$ cat src/rtl/cas64_pkg.sv
package cas64_pkg;
  typedef enum logic [2:0] {
    ST_IDLE,
    ST_RD_LO,
    ST_RD_HI,
    ST_CMP,
    ST_WR_LO,
    ST_WR_HI,
    ST_FIN
  } cas_state_e;
endpackage

$ cat src/rtl/cas64_ctrl.sv
module cas64_ctrl
  import cas64_pkg::*;
(
  input  logic clk_i,
  input  logic rst_ni,
  input  logic start_i,
  input  logic ack_i,
  output logic req_o,
  output logic we_o,
  output logic hi_o,
  output logic lock_o,
  output logic busy_o,
  output logic done_o,
  output logic cap_o,
  output logic rd_lo_en_o,
  output logic rd_hi_en_o,
  output logic cmp_en_o,
  output logic fin_en_o
);
  cas_state_e state_q, state_d;

  always_comb begin
    state_d = state_q;
    unique case (state_q)
      ST_IDLE:  if (start_i) state_d = ST_RD_LO;
      ST_RD_LO: if (ack_i) state_d = ST_RD_HI;
      ST_RD_HI: if (ack_i) state_d = ST_CMP;
      ST_CMP:   state_d = ST_WR_LO;
      ST_WR_LO: if (ack_i) state_d = ST_WR_HI;
      ST_WR_HI: if (ack_i) state_d = ST_FIN;
      ST_FIN:   state_d = ST_IDLE;
      default:  state_d = ST_IDLE;
    endcase
  end

  always_ff @(posedge clk_i or negedge rst_ni) begin
    if (!rst_ni) state_q <= ST_IDLE;
    else         state_q <= state_d;
  end

  assign req_o      = (state_q == ST_RD_LO) || (state_q == ST_RD_HI) ||
                      (state_q == ST_WR_LO) || (state_q == ST_WR_HI);
  assign we_o       = (state_q == ST_WR_LO) || (state_q == ST_WR_HI);
  assign hi_o       = (state_q == ST_RD_HI) || (state_q == ST_WR_HI);
  // lock also spans the compare cycle between read and write
  assign lock_o     = req_o || (state_q == ST_CMP);
  assign busy_o     = (state_q != ST_IDLE);
  assign done_o     = (state_q == ST_FIN);
  assign cap_o      = (state_q == ST_IDLE) && start_i;
  assign rd_lo_en_o = (state_q == ST_RD_LO) && ack_i;
  assign rd_hi_en_o = (state_q == ST_RD_HI) && ack_i;
  assign cmp_en_o   = (state_q == ST_CMP);
  assign fin_en_o   = (state_q == ST_WR_HI) && ack_i;


  lock_req_chk: assert property (@(posedge clk_i) disable iff (!rst_ni)
    req_o |-> lock_o);

  lock_release_chk: assert property (@(posedge clk_i) disable iff (!rst_ni)
    $fell(lock_o) |-> $past(req_o && we_o && hi_o && ack_i));

  done_pulse_chk: assert property (@(posedge clk_i) disable iff (!rst_ni)
    done_o |=> !done_o);

  done_after_wr_chk: assert property (@(posedge clk_i) disable iff (!rst_ni)
    $rose(done_o) |-> $past(we_o && ack_i));
endmodule

$ cat src/rtl/cas64_regs.sv
module cas64_regs #(
  parameter int unsigned HALF_W = 32,
  parameter int unsigned ADDR_W = 32
) (
  input  logic              clk_i,
  input  logic              rst_ni,
  input  logic              cap_i,
  input  logic              rd_lo_en_i,
  input  logic              rd_hi_en_i,
  input  logic              cmp_en_i,
  input  logic              fin_en_i,
  input  logic              busy_i,
  input  logic              done_i,
  input  logic [ADDR_W-1:0] addr_i,
  input  logic [HALF_W-1:0] cmp_hi_i,
  input  logic [HALF_W-1:0] cmp_lo_i,
  input  logic [HALF_W-1:0] new_hi_i,
  input  logic [HALF_W-1:0] new_lo_i,
  input  logic [HALF_W-1:0] rdata_i,
  output logic [ADDR_W-1:0] addr_o,
  output logic [HALF_W-1:0] cmp_hi_o,
  output logic [HALF_W-1:0] cmp_lo_o,
  output logic [HALF_W-1:0] wr_hi_o,
  output logic [HALF_W-1:0] wr_lo_o,
  output logic              zf_o
);
  logic [ADDR_W-1:0] addr_q;
  logic [HALF_W-1:0] cmp_hi_q, cmp_lo_q, new_hi_q, new_lo_q, rd_hi_q, rd_lo_q;
  logic              match_q, zf_q;

  always_ff @(posedge clk_i or negedge rst_ni) begin
    if (!rst_ni) begin
      addr_q   <= '0;
      cmp_hi_q <= '0;
      cmp_lo_q <= '0;
      new_hi_q <= '0;
      new_lo_q <= '0;
      rd_hi_q  <= '0;
      rd_lo_q  <= '0;
      match_q  <= 1'b0;
      zf_q     <= 1'b0;
    end else begin
      if (cap_i) begin
        addr_q   <= addr_i;
        cmp_hi_q <= cmp_hi_i;
        cmp_lo_q <= cmp_lo_i;
        new_hi_q <= new_hi_i;
        new_lo_q <= new_lo_i;
      end
      if (rd_lo_en_i) rd_lo_q <= rdata_i;
      if (rd_hi_en_i) rd_hi_q <= rdata_i;
      if (cmp_en_i)   match_q <= ({rd_hi_q, rd_lo_q} == {cmp_hi_q, cmp_lo_q});
      if (fin_en_i) begin
        zf_q <= match_q;
        if (!match_q) begin
          cmp_hi_q <= rd_hi_q;
          cmp_lo_q <= rd_lo_q;
        end
      end
    end
  end

  // mismatch rewrites the value just read
  assign wr_lo_o  = match_q ? new_lo_q : rd_lo_q;
  assign wr_hi_o  = match_q ? new_hi_q : rd_hi_q;
  assign addr_o   = addr_q;
  assign cmp_hi_o = cmp_hi_q;
  assign cmp_lo_o = cmp_lo_q;
  assign zf_o     = zf_q;


  busy_hold_chk: assert property (@(posedge clk_i) disable iff (!rst_ni)
    (busy_i && $past(busy_i) && !done_i) |-> ($stable(addr_q) && $stable(cmp_hi_q) && $stable(cmp_lo_q)));

  zf_hold_chk: assert property (@(posedge clk_i) disable iff (!rst_ni)
    !done_i |-> $stable(zf_q));

  miss_load_chk: assert property (@(posedge clk_i) disable iff (!rst_ni)
    (done_i && !zf_q) |-> ({cmp_hi_q, cmp_lo_q} == {rd_hi_q, rd_lo_q}));
endmodule

$ cat src/rtl/cas64_bus.sv
module cas64_bus #(
  parameter int unsigned HALF_W = 32,
  parameter int unsigned ADDR_W = 32
) (
  input  logic              hi_i,
  input  logic [ADDR_W-1:0] base_i,
  input  logic [HALF_W-1:0] wr_hi_i,
  input  logic [HALF_W-1:0] wr_lo_i,
  output logic [ADDR_W-1:0] addr_o,
  output logic [HALF_W-1:0] wdata_o
);
  localparam int unsigned STEP = HALF_W / 8;
  localparam logic [ADDR_W-1:0] STEP_A = ADDR_W'(STEP);

  assign addr_o  = hi_i ? (base_i + STEP_A) : base_i;
  assign wdata_o = hi_i ? wr_hi_i : wr_lo_i;
endmodule

$ cat src/rtl/cas64_unit.sv
module cas64_unit #(
  parameter int unsigned HALF_W = 32,
  parameter int unsigned ADDR_W = 32
) (
  input  logic              clk_i,
  input  logic              rst_ni,
  input  logic              start_i,
  input  logic [ADDR_W-1:0] addr_i,
  input  logic [HALF_W-1:0] cmp_hi_i,
  input  logic [HALF_W-1:0] cmp_lo_i,
  input  logic [HALF_W-1:0] new_hi_i,
  input  logic [HALF_W-1:0] new_lo_i,
  output logic              busy_o,
  output logic              done_o,
  output logic              zf_o,
  output logic [HALF_W-1:0] cmp_hi_o,
  output logic [HALF_W-1:0] cmp_lo_o,
  output logic              mem_req_o,
  output logic              mem_we_o,
  output logic [ADDR_W-1:0] mem_addr_o,
  output logic [HALF_W-1:0] mem_wdata_o,
  input  logic [HALF_W-1:0] mem_rdata_i,
  input  logic              mem_ack_i,
  output logic              mem_lock_o
);
  logic hi, cap, rd_lo_en, rd_hi_en, cmp_en, fin_en;
  logic [ADDR_W-1:0] base;
  logic [HALF_W-1:0] wr_hi, wr_lo;

  cas64_ctrl u_ctrl (
    .clk_i      (clk_i),
    .rst_ni     (rst_ni),
    .start_i    (start_i),
    .ack_i      (mem_ack_i),
    .req_o      (mem_req_o),
    .we_o       (mem_we_o),
    .hi_o       (hi),
    .lock_o     (mem_lock_o),
    .busy_o     (busy_o),
    .done_o     (done_o),
    .cap_o      (cap),
    .rd_lo_en_o (rd_lo_en),
    .rd_hi_en_o (rd_hi_en),
    .cmp_en_o   (cmp_en),
    .fin_en_o   (fin_en)
  );

  cas64_regs #(.HALF_W(HALF_W), .ADDR_W(ADDR_W)) u_regs (
    .clk_i      (clk_i),
    .rst_ni     (rst_ni),
    .cap_i      (cap),
    .rd_lo_en_i (rd_lo_en),
    .rd_hi_en_i (rd_hi_en),
    .cmp_en_i   (cmp_en),
    .fin_en_i   (fin_en),
    .busy_i     (busy_o),
    .done_i     (done_o),
    .addr_i     (addr_i),
    .cmp_hi_i   (cmp_hi_i),
    .cmp_lo_i   (cmp_lo_i),
    .new_hi_i   (new_hi_i),
    .new_lo_i   (new_lo_i),
    .rdata_i    (mem_rdata_i),
    .addr_o     (base),
    .cmp_hi_o   (cmp_hi_o),
    .cmp_lo_o   (cmp_lo_o),
    .wr_hi_o    (wr_hi),
    .wr_lo_o    (wr_lo),
    .zf_o       (zf_o)
  );

  cas64_bus #(.HALF_W(HALF_W), .ADDR_W(ADDR_W)) u_bus (
    .hi_i    (hi),
    .base_i  (base),
    .wr_hi_i (wr_hi),
    .wr_lo_i (wr_lo),
    .addr_o  (mem_addr_o),
    .wdata_o (mem_wdata_o)
  );
endmodule

$ cat config.mk
export PLATFORM = sky130hd
export DESIGN_NAME = cas64_unit
export DESIGN_NICKNAME = d
export VERILOG_FILES = /design/src/rtl/cas64_pkg.sv /design/src/rtl/cas64_ctrl.sv /design/src/rtl/cas64_regs.sv /design/src/rtl/cas64_bus.sv /design/src/rtl/cas64_unit.sv
export SDC_FILE = /design/constraint.sdc
export NUM_CORES = 1
export LEC_CHECK = 0
export ABC_AREA = 1
export BUFFER_PORTS_ARGS = -buffer_cell sky130_fd_sc_hd__buf_2
export CORE_ASPECT_RATIO = 0.6
export CORE_MARGIN = 4
export CORE_UTILIZATION = 57
export DETAILED_ROUTE_END_ITERATION = 10
export PLACE_DENSITY = 0.93
export SLEW_MARGIN = 40
export SYNTH_ARGS = -nofsm -noshare
export SYNTH_HDL_FRONTEND = slang
export SYNTH_SLANG_ARGS = --single-unit
$ cat constraint.sdc
create_clock -name clk_i -period 4.7 [get_ports clk_i]
set_clock_uncertainty 0.05 [all_clocks]
set_input_delay 0.94 -clock clk_i [delete_from_list [all_inputs] [get_ports clk_i]]
set_output_delay 0.94 -clock clk_i [all_outputs]
set_load 0.005 [all_outputs]
==> qor.txt <==
Core ar. = 20300 um2
Slew Limit Headroom = 43.5%
Final hold vios = 0
Min-Delay Path Class = primary input to asynchronous set/reset pin
# port buffers = 329
Post-layout total power = 10.2 mW
Xor/xnor share of the synthesized area = 2.06%
Simple-Gate Fraction of Synth Area = 18.8%
Hold WS = 326 ps
Clock Sinks = 229
Largest family of logic cells by synthesized area = simple AND/OR/NAND/NOR gates
Synth Warn # = 0
Initial core utilization = 58.7%
Post-synth cell types = 31
Outcome = finished, final reports clean
Layout cells sized above 1 = 27.0%
Synth Area in Compound Gates = 15.0%
H-Tree Depth = 1
CP Capture Type = output pin
TritonCTS clock tree = yes
Layout Nets = 1926
CP startpoint kind = register
Die width = 195 um
Leakage = 7.39 nW
Syn Inst Count = 1441
Fin crit share = 80.4%
GRT Total Usage = 30.7%
GPL Wtd Cong = 0.936
Vias in the first global route = 11300
CTS-repair resized insts = 0
Routed WL = 36900 um
Worst skew pair latency = 510 ps
DP Wirelength = 26800 um
Initial antenna violation count = 4
Synth Net Count = 1638
Max Slew Vio Count = 0
Final Critical Period = 3780 ps
Root Driver = clkbuf_16
Area growth, synth to finish = 21.5%
Max cap viols = 0
Height of the die = 120 um
Post-synthesis adder-cell area fraction = 0.105%
Sequential share of the synthesized area = 48.1%
Mapped Avg Cell Area = 8.26 um2
Synth Cell Area = 11900 um2
Total grt overflow = 0
Power Dens Cells = 707 nW/um2
Setup violators final = 0
Post-synth top area share = 48.1%
CTS clk-pin slew, worst paths = 60 ps
Die area = 23300 um2
Iteration-0 DRC Markers = 1273
Ports = 330
Seq cells post-synth = 229
Vias/cell = 5.70
Worst endpoint required time = 3710 ps
Largest net degree at the start of global routing = 166
VDD IR max = 387 uV
Buffer depth of the longest clock path = 3
Least-Margin Pin Slew = 848 ps
Hold buffers post-CTS = 0
Synth area leaders = dfrtp_1, nand2_1, mux2_2, o211ai_1, o21ai_0
Fillers = 1537
Arrival time at the worst endpoint = 2790 ps
Max Clock Freq = 265 MHz
# rows = 40
RSZ-0062 raised after global routing = false
Mean routed wirelength per cell = 18.3 um
Cell accounting for the most synthesized area = dfrtp_1
Final WS setup = 920 ps
Pre-antenna DRT Iters = 6
Total CTS buffers = 22
Setup Fix Bufs, Post-CTS = 0
Placement Setup Slack = 1300 ps
Diode count = 0
Setup_tns = 0 ps
Critical path fanouts, max = 42
Via Count = 11500
DRC violations left = 0
Mux cell area share after synthesis = 7.57%
First-pass GRT wire length = 58300 um
Antenna-violating nets left = 0
WS Path Type = register to output pin
==> state kept, by name, summed over array words and instances, names as in the netlist <==
register / cells
u_regs.new_lo_q: 32
u_regs.cmp_hi_o: 32
u_ctrl.state_q: 3
u_regs.zf_o: 1
u_regs.match_q: 1
u_regs.new_hi_q: 32
u_regs.addr_o: 32
u_regs.rd_lo_q: 32
u_regs.rd_hi_q: 32
u_regs.cmp_lo_o: 32
==> kinds of logic (layout without fill, tap and decap cells) <==
family,Yosys count,in the layout
simple gates,557,557
compound gates,308,308
buf+inv,238,541
flops,229,229
mux,80,80
xor+xnor,28,28
fa+ha+maj,1,1
==> area by class of cell <==
cell class,count,area [um2],share of cell area (%)
Tap cell,273,342,2.36
Inverter,162,617,4.27
Multi-Input combinational cell,974,5210,36.0
Clock buffer,29,628,4.34
Sequential cell,229,5730,39.6
Clock inverter,10,141,0.978
Timing Repair Buffer,340,1800,12.4
==> cells in the final DEF, fill, tap and decap left out, types with 4 or more instances in the layout <==
| cell | count |
|---|---|
| clkbuf_16 | 23 |
| xnor2_1 | 8 |
| nor2_4 | 4 |
| buf_4 | 7 |
| mux2_2 | 80 |
| buf_2 | 328 |
| nor3_1 | 16 |
| nand2_1 | 383 |
| xor2_1 | 20 |
| a21oi_1 | 52 |
| dfrtp_1 | 229 |
| o21ai_0 | 125 |
| inv_1 | 158 |
| o21ai_1 | 34 |
| clkinvlp_4 | 5 |
| nand3_1 | 16 |
| o211ai_1 | 89 |
| nand4_1 | 19 |
| nor2_1 | 111 |
==> cells in the mapped netlist, drive strengths merged <==
cell type  number
xor2           20
a21oi          52
nor3           16
dfrtp         229
a211oi          2
xnor2           8
buf            47
and2            1
o32ai           2
o211ai         89
inv           162
nor2          116
clkbuf         29
o22ai           3
nand4          19
o21ai         159
or2             1
nand3b          1
ha              1
nand2         384
mux2           80
nand3          19
a31oi           1
==> critical path, stage by stage (launching register included) <==
cell and delay, ps:
dfrtp_1 420, inv_2 160, nand3_1 260, nand2_4 480
and2_0 450, nand4_1 180, xnor2_1 170, buf_2 140
==> worst paths after layout <==
| path | slack [ps] | cells after the start | end | start |
|---|---|---|---|---|
| max | 920 | 7 | mem_addr_o[25] | u_ctrl.state_q[2]$_DFFE_PN0P_ |
| min | 330 | 1 | u_regs.addr_o[24]$_DFFE_PN0N_ | rst_ni |
| max reg2reg | 2530 | 5 | u_regs.rd_lo_q[31]$_DFFE_PN0P_ | u_ctrl.state_q[0]$_DFFE_PN0P_ |
| min reg2reg | 440 | 2 | u_regs.zf_o$_DFFE_PN0P_ | u_regs.zf_o$_DFFE_PN0P_ |
| max in group asynchronous | 3080 | 2 | u_regs.rd_hi_q[20]$_DFFE_PN0P_ | rst_ni |
| min in group clk_i | 440 | 2 | u_regs.zf_o$_DFFE_PN0P_ | u_regs.zf_o$_DFFE_PN0P_ |
==> where the power goes <==
part           switching, mW  internal, mW  total [mW]
logic                   2.75          1.92        4.67
registers              0.707          2.95        3.66
clock network          0.778          1.11        1.89
==> per-stage QoR <==
step / instance area (um2) / cells / util (%)
2_1_floorplan: 11900 / 1441 / -
3_3_place_gp: 13700 / 1977 / 67.4
3_5_place_dp: 13700 / 1978 / 67.5
4_1_cts: 14500 / 2017 / 71.3
5_1_grt: 14500 / 2017 / 71.3
6_report: 14500 / 2017 / 71.3
==> metal layers <==
| metal | global-route usage, % | up-vias | part of all wire (%) |
|---|---|---|---|
| met5 | 0 | - | 0.12 |
| li1 | - | 5304 | - |
| met4 | 6.94 | 8 | 2.3 |
| met3 | 8.78 | 90 | 11 |
| met1 | 41.7 | 5479 | 41 |
| met2 | 49.4 | 620 | 46 |
(Power assumes the default switching activity.)
